<file path="src/rtl/txwb_pkg.sv">
package txwb_pkg;
  localparam int DW      = 32;
  localparam int ACT_BIT = 31;
  localparam int ERR_BIT = 27;
  localparam int STAT_W  = 4;

  typedef enum logic [1:0] {
    POS_MID   = 2'b00,
    POS_END   = 2'b01,
    POS_START = 2'b10,
    POS_WHOLE = 2'b11
  } pos_e;

  function automatic logic holds_end(input logic [1:0] pos);
    return pos[0];
  endfunction

  function automatic logic needs_wb(input logic [1:0] pos);
    return pos != POS_MID;
  endfunction

  function automatic logic [DW-1:0] wb_word(input logic [DW-1:0] w,
                                            input logic [1:0]    pos,
                                            input logic          err,
                                            input logic [STAT_W-1:0] st);
    logic [DW-1:0] r;
    r = w;
    r[ACT_BIT] = 1'b0;
    if (holds_end(pos)) begin
      r[ERR_BIT]      = err;
      r[STAT_W-1:0]   = st;
    end
    return r;
  endfunction
endpackage

</file>
<file path="src/rtl/txwb_compose.sv">
module txwb_compose
  import txwb_pkg::*;
(
  input  logic [1:0]        pos,
  input  logic [DW-1:0]     word,
  input  logic              err,
  input  logic [STAT_W-1:0] stat,
  output logic              need_wb,
  output logic [DW-1:0]     data
);
  always_comb begin
    need_wb = needs_wb(pos);
    data    = wb_word(word, pos, err, stat);
  end
endmodule

</file>
<file path="src/rtl/txwb_track.sv">
module txwb_track
  import txwb_pkg::*;
(
  input  logic       clk,
  input  logic       rst_n,
  input  logic       acc,
  input  logic [1:0] pos,
  output logic       seq_err
);
  logic in_frame;
  logic orphan_end;

  assign orphan_end = acc && (pos == POS_END) && !in_frame;

  always_ff @(posedge clk or negedge rst_n) begin
    if (!rst_n) begin
      in_frame <= 1'b0;
      seq_err  <= 1'b0;
    end else begin
      if (acc) begin
        if (pos == POS_START)  in_frame <= 1'b1;
        else if (holds_end(pos)) in_frame <= 1'b0;
      end
      if (orphan_end) seq_err <= 1'b1;
    end
  end

  AST_SEQ_STICKY: assert property (@(posedge clk) disable iff (!rst_n)
    seq_err |=> seq_err) else $error("seq_err dropped");
  AST_ORPHAN_FLAG: assert property (@(posedge clk) disable iff (!rst_n)
    (acc && pos == POS_END && !in_frame) |=> seq_err) else $error("orphan end not flagged");
endmodule

</file>
<file path="src/rtl/txwb_wport.sv">
module txwb_wport
  import txwb_pkg::*;
#(
  parameter int ADDR_W = 32
) (
  input  logic              clk,
  input  logic              rst_n,
  input  logic              load,
  input  logic [ADDR_W-1:0] load_addr,
  input  logic [DW-1:0]     load_data,
  input  logic              wr_ready,
  output logic              wr_valid,
  output logic [ADDR_W-1:0] wr_addr,
  output logic [DW-1:0]     wr_data
);
  logic fire;
  assign fire = wr_valid && wr_ready;

  always_ff @(posedge clk or negedge rst_n) begin
    if (!rst_n) begin
      wr_valid <= 1'b0;
      wr_addr  <= '0;
      wr_data  <= '0;
    end else if (load) begin
      wr_valid <= 1'b1;
      wr_addr  <= load_addr;
      wr_data  <= load_data;
    end else if (fire) begin
      wr_valid <= 1'b0;
    end
  end

  AST_WR_HOLD: assert property (@(posedge clk) disable iff (!rst_n)
    (wr_valid && !wr_ready) |=> (wr_valid && $stable(wr_addr) && $stable(wr_data)))
    else $error("write request changed while stalled");
endmodule

</file>
<file path="src/rtl/txwb_seq.sv">
module txwb_seq
  import txwb_pkg::*;
#(
  parameter int ADDR_W = 32
) (
  input  logic              clk,
  input  logic              rst_n,
  input  logic              evt_valid,
  output logic              evt_ready,
  input  logic [ADDR_W-1:0] evt_addr,
  input  logic [1:0]        evt_pos,
  input  logic [31:0]       evt_word,
  input  logic              evt_err,
  input  logic [3:0]        evt_stat,
  output logic              wr_valid,
  input  logic              wr_ready,
  output logic [ADDR_W-1:0] wr_addr,
  output logic [31:0]       wr_data,
  output logic              seq_err
);
  logic          acc;
  logic          need_wb;
  logic          load;
  logic [DW-1:0] new_word;

  assign evt_ready = !wr_valid;
  assign acc       = evt_valid && evt_ready;
  assign load      = acc && need_wb;

  txwb_compose u_compose (
    .pos     (evt_pos),
    .word    (evt_word),
    .err     (evt_err),
    .stat    (evt_stat),
    .need_wb (need_wb),
    .data    (new_word)
  );

  txwb_track u_track (
    .clk     (clk),
    .rst_n   (rst_n),
    .acc     (acc),
    .pos     (evt_pos),
    .seq_err (seq_err)
  );

  txwb_wport #(.ADDR_W(ADDR_W)) u_wport (
    .clk       (clk),
    .rst_n     (rst_n),
    .load      (load),
    .load_addr (evt_addr),
    .load_data (new_word),
    .wr_ready  (wr_ready),
    .wr_valid  (wr_valid),
    .wr_addr   (wr_addr),
    .wr_data   (wr_data)
  );

  AST_MID_SKIP: assert property (@(posedge clk) disable iff (!rst_n)
    (acc && evt_pos == POS_MID) |=> !wr_valid) else $error("middle descriptor written");
  AST_EDGE_ISSUES: assert property (@(posedge clk) disable iff (!rst_n)
    (acc && evt_pos != POS_MID) |=> (wr_valid && wr_addr == $past(evt_addr)))
    else $error("start/end descriptor not written");
  AST_NO_ACCEPT_PENDING: assert property (@(posedge clk) disable iff (!rst_n)
    wr_valid |-> !evt_ready) else $error("event accepted during pending write");
  AST_ACTIVE_LOW: assert property (@(posedge clk) disable iff (!rst_n)
    wr_valid |-> !wr_data[ACT_BIT]) else $error("active bit left set");
endmodule

</file>
<file path="config.mk">
export PLATFORM = sky130hd
export DESIGN_NAME = txwb_seq
export DESIGN_NICKNAME = d
export VERILOG_FILES = /design/src/rtl/txwb_pkg.sv /design/src/rtl/txwb_compose.sv /design/src/rtl/txwb_track.sv /design/src/rtl/txwb_wport.sv /design/src/rtl/txwb_seq.sv
export SDC_FILE = /design/constraint.sdc
export NUM_CORES = 1
export LEC_CHECK = 0
export CORE_MARGIN = 1
export CORE_UTILIZATION = 41
export CTS_CLUSTER_DIAMETER = 100
export CTS_CLUSTER_SIZE = 10
export DETAILED_ROUTE_END_ITERATION = 16
export PLACE_DENSITY = 0.91
export SYNTH_ARGS = -nofsm -noshare
export SYNTH_HDL_FRONTEND = slang
export SYNTH_HIERARCHICAL = 1
export SYNTH_SLANG_ARGS = --single-unit
</file>
<file path="constraint.sdc">
create_clock -name clk -period 1.9 [get_ports clk]
set_input_delay 0.38 -clock clk [delete_from_list [all_inputs] [get_ports clk]]
set_output_delay 0.38 -clock clk [all_outputs]
set_load 0.005 [all_outputs]
</file>
# ---- After elaboration in Yosys (flattened, before gate mapping)
# Index checks and enable logic that the tools add are counted.
dict set report classes {
  n_reduce_logical 11
  n_eq_ne 2
  mux 6
}
# operator n
set op_table {}
lappend op_table {{2-bit nonzero test} 3}
lappend op_table {{1-bit logical AND} 5}
lappend op_table {{1-bit 2-to-1 mux} 5}
lappend op_table {{4-bit 2-to-1 mux} 1}
lappend op_table {{2-bit by 1-bit == test with 1-bit output (second input constant)} 1}
lappend op_table {{2-bit == test (second input constant)} 1}
lappend op_table {{1-bit zero test} 2}
lappend op_table {{2-bit AND reduction} 1}
dict set report totals {
  input_bits 75
  elab_cells 24
  reg_bits 66
  out_inout_bits 67
}

# ---- Longest topological paths before layout
dict set report logic_depth {
  depth_word 4
  depth_mapped 5
  depth_no_buf 3
}

# ---- Modules after synthesis
# Netlist, hierarchy kept.
# module seq_area_each_um2 instances area_each_um2 cells_each
set modules_own_cells {}
lappend modules_own_cells {txwb_wport 1626.6 1 2615.0 138}
lappend modules_own_cells {txwb_compose 0.0 1 269.0 34}
lappend modules_own_cells {txwb_track 50.0 1 72.6 6}
lappend modules_own_cells {txwb_seq 0.0 1 18.8 3}

# ---- Worst setup path after synthesis
# Ideal clock, no wire load.
dict set report synth_timing {
  path_type {input to register}
  startpoint {input port evt_pos[0]}
  endpoint {register u_wport.wr_addr[0]}
  arrival_time_ns 1.399
  required_time_ns 1.775
  path_slack_ns 0.376
  path_stages 5
  path_buffers 2
  setup_ns 0.125
  cell_sequence {or2_2 -> and3b_1 -> buf_6 -> buf_6 -> mux2_4}
}
dict set report synth_between {
  elab_chain_cells 2
}
# element line
set synth_lines {}
lappend synth_lines {{from (decl)} txwb_seq.sv:11} ;# input logic [1:0] evt_pos,
lappend synth_lines {{2-bit nonzero test} txwb_pkg.sv:19} ;# return pos != POS_MID;
lappend synth_lines {{1-bit logical AND} txwb_seq.sv:28} ;# assign load = acc && need_wb;
lappend synth_lines {{named net load} txwb_seq.sv:23} ;# logic load;
lappend synth_lines {{to (signal assigned)} txwb_wport.sv:26} ;# wr_addr <= load_addr;
lappend synth_lines {{to (decl)} txwb_wport.sv:13} ;# output logic [ADDR_W-1:0] wr_addr,
# The timed path passes the listed nets, and every way through them passes these cells.
# A chain may end at the register's enable or synchronous reset.

# ---- Worst setup path in the final report
dict set report layout_timing {
  startpoint {register u_wport.wr_valid}
  endpoint {output port evt_ready}
}
dict set report layout_between {
  elab_chain_cells 1
}
# element line
set layout_lines {}
lappend layout_lines {{from (decl)} txwb_wport.sv:12} ;# output logic wr_valid,
lappend layout_lines {{from (signal assigned)} txwb_wport.sv:21} ;# wr_valid <= 1'b0;
lappend layout_lines {{from (signal assigned)} txwb_wport.sv:25} ;# wr_valid <= 1'b1;
lappend layout_lines {{from (signal assigned)} txwb_wport.sv:29} ;# wr_valid <= 1'b0;
lappend layout_lines {{1-bit zero test} txwb_seq.sv:26} ;# assign evt_ready = !wr_valid;
lappend layout_lines {{to (decl)} txwb_seq.sv:9} ;# output logic evt_ready,
# No other way between the ends.

==> results_dict.tcl <==
set metrics [dict create \
    placed_area_sq_um 4325 \
    drt_iter0_markers 25 \
    grt_pass1_vias 1955 \
    final-max-slew-violation-count 0 \
    gp_congestion 0.6935 \
    ant_nets 0 \
    critical_path.max_fanout 5 \
    synth_area_leaders "dfrtp_1, mux2_4, mux2_2" \
    synth_cells 181 \
    required_ns 1.52 \
    hold_class "in2async" \
    path_class "reg2out" \
    wl_per_cell_um 15.25 \
    p_sw_mw 1.100 \
    layout-drive-gt1-share_pct 30.87 \
    floorplan.io_pins 142 \
    intPower_mw 3.583 \
    gr-usage-all-layers_pct 16.95 \
    initial_core_util_pct 43.08 \
    switching_share_pct 23.49 \
    synthArstFlopShare_pct 100.0 \
    cts_resized 0 \
    globalRoute.busiestLayer "met2" \
    power_leakage_nw 1.967 \
    synth-seq-area-share_pct 56.35 \
    cts_tree "yes" \
    dp.cells 392 \
    syn_to_final_growth_pct 52.02 \
    die_w_um 87.19 \
    num_vias 1824 \
    fin_setup_tns_ns 0 \
    finalInstanceArea_sq_um 4523 \
    synth_area_leader_cell "dfrtp_1" \
    synth_area_sq_um 2975 \
    grtUsageMet2_pct 29.92 \
    cp-start-kind "register" \
    rows 30 \
    yosys_register_bits 67 \
    root_buffer "clkbuf_8" \
    dpl.hpwl_um 4667 \
    grt_pass1_wl_um 9673 \
    clk_pin_slew_ns 0.07 \
    crit_arrival_ns 1.32 \
    fin_crit_ns 1.698 \
    grt_use_met1_pct 19.95 \
    synth_common_cells "dfrtp_1, mux2_4, buf_4" \
    grt-ovfl-total 0 \
    synth_ff_type "dfrtp_1" \
    cts_num_sinks 67 \
    setup_violations 0 \
    holdBufCountCts 0 \
    cts_made_buffers 9 \
    vdd_drop_max_mv 0.6013 \
    syn_area_per_cell_sq_um 16.44 \
    finClkSkew_ns 0.006211 \
    period_share_pct 89.39 \
    p_comb_share_pct 33.6 \
    synth.most_common_cell "dfrtp_1" \
    seqPwrFrac_pct 42.2 \
    pre_cts_ws_ns -0.05966 \
    use_met3_pct 4.171 \
    n_antenna_cell 0 \
    synth_cell_types 15 \
    endpoint_kind "output port" \
    yosysTopAreaCellShare_pct 56.35 \
    clk_latency_ns 0.32 \
    dr.pass1.iters 4 \
    cap_violations 0 \
    setup_ws_ns 0.2017 \
    antenna_found_initial 0 \
    dieArea_sq_um 7601 \
    drc 0 \
    finalNonFillerCells 407 \
    fin_nets 382 \
    max_freq_mhz 588.8 \
    grt_max_degree 38 \
    synth_edf_count 0 \
    io_buffers 140 \
    clk_path_buf_depth 2 \
    cts_max_level 3 \
    p_clk_share_pct 24.2 \
    hold_viol_final 0 \
    yosysWarnings 6 \
    status "complete, no violations" \
    via_per_inst 4.482 \
    fp.coreArea_sq_um 6907 \
    syn-num-nets 256 \
    rsz0062_at_grt "no" \
    power_density_nw_per_um2 1035 \
    post_cts_buffers 0 \
    fill_cells 527 \
    drt_wl_total_um 6205 \
    finalPower_mw 4.683 \
    die_h_um 87.19 \
]
routing by layer:
metal / part of all wire, % / wire length, um / vias to the layer above
met1: 41 / 2514 / 889
met5: 0 / 0 / -
li1: - / - / 846
met2: 51 / 3181 / 80
met4: 1.3 / 83 / 0
met3: 6.8 / 425 / 9
stage by stage:
step / hold slack (ns) / utilization, %
floorplan: 0.08441 / -
global placement: 0.4255 / 62.63
detailed placement: 0.4252 / 62.63
CTS: 0.07205 / 65.49
global route: 0.08946 / 65.49
finish: 0.06457 / 65.49
worst paths after layout:
kind	depth (start not counted)	startpoint	end	slack [ns]
min in group clk	1	u_track/seq_err	u_track/seq_err	0.48
min	2	rst_n	u_wport/wr_data[21]	0.06
min reg2reg	1	u_track/seq_err	u_track/seq_err	0.48
max	2	u_wport/wr_valid	evt_ready	0.20
max in group asynchronous	2	rst_n	u_wport/wr_addr[31]	1.47
max reg2reg	3	u_wport/wr_valid	u_wport/wr_data[7]	0.37
cell usage in the layout, fill, tap and decap left out, drive strengths merged:
cell type	netlist	layout
a21o	1	1
clkbuf	0	14
inv	2	2
clkinv	0	1
or2	1	1
buf	34	10
and3b	1	1
a31o	1	1
nor2	1	1
clkdlybuf4s50	0	139
a21oi	2	2
mux2	69	69
dfrtp	67	67
conb	1	1
nor2b	1	1
flip-flops by register name, summed over array words and instances (netlist names):
| signal | cells |
|---|---|
| u_wport/wr_addr | 32 |
| u_wport/wr_data | 32 |
| u_track/seq_err | 1 |
| u_wport/wr_valid | 1 |
| u_track/in_frame | 1 |
area by class of cell:
cell class                 count  area (sq um)  share of cell area (%)
multi-input combinational     78          1020                   22.54
inverter                       2         7.507                  0.1660
clock buffer                  14         192.7                   4.260
timing repair buffer         149          1501                   33.20
tap                           96         120.1                   2.656
sequential                    67          1677                   37.07
clock inverter                 1         5.005                  0.1107
cells by family (layout without fill, tap and decap cells):
| group | count (synthesis) | after routing | share of synthesized area, % |
|---|---|---|---|
| and+or+nand+nor | 4 | 4 | 0.8412 |
| AOI/OAI and AO/OA | 4 | 4 | 0.8833 |
| other | 1 | 1 | 0.1260 |
| buffers and inverters | 36 | 166 | 9.503 |
| DFF | 67 | 67 | 56.35 |
| muxes | 69 | 69 | 32.30 |
worst max-delay path, cell delays in order, from the launching register on:
cell and delay (ns):
dfrtp_1 0.43, inv_1 0.07, clkdlybuf4s50_1 0.49
power groups by stage:
stage | sequential, mW | clock, mW | combinational (mW)
after floorplan | 2.00 | 0 | 0.617
after global placement | 1.97 | 0 | 1.55
after detailed placement | 1.99 | 0 | 1.59
after CTS | 1.98 | 1.16 | 1.60
after global routing | 2.02 | 1.23 | 1.67
final | 1.98 | 1.13 | 1.57
No activity file was read; power rests on OpenSTA's default activity.
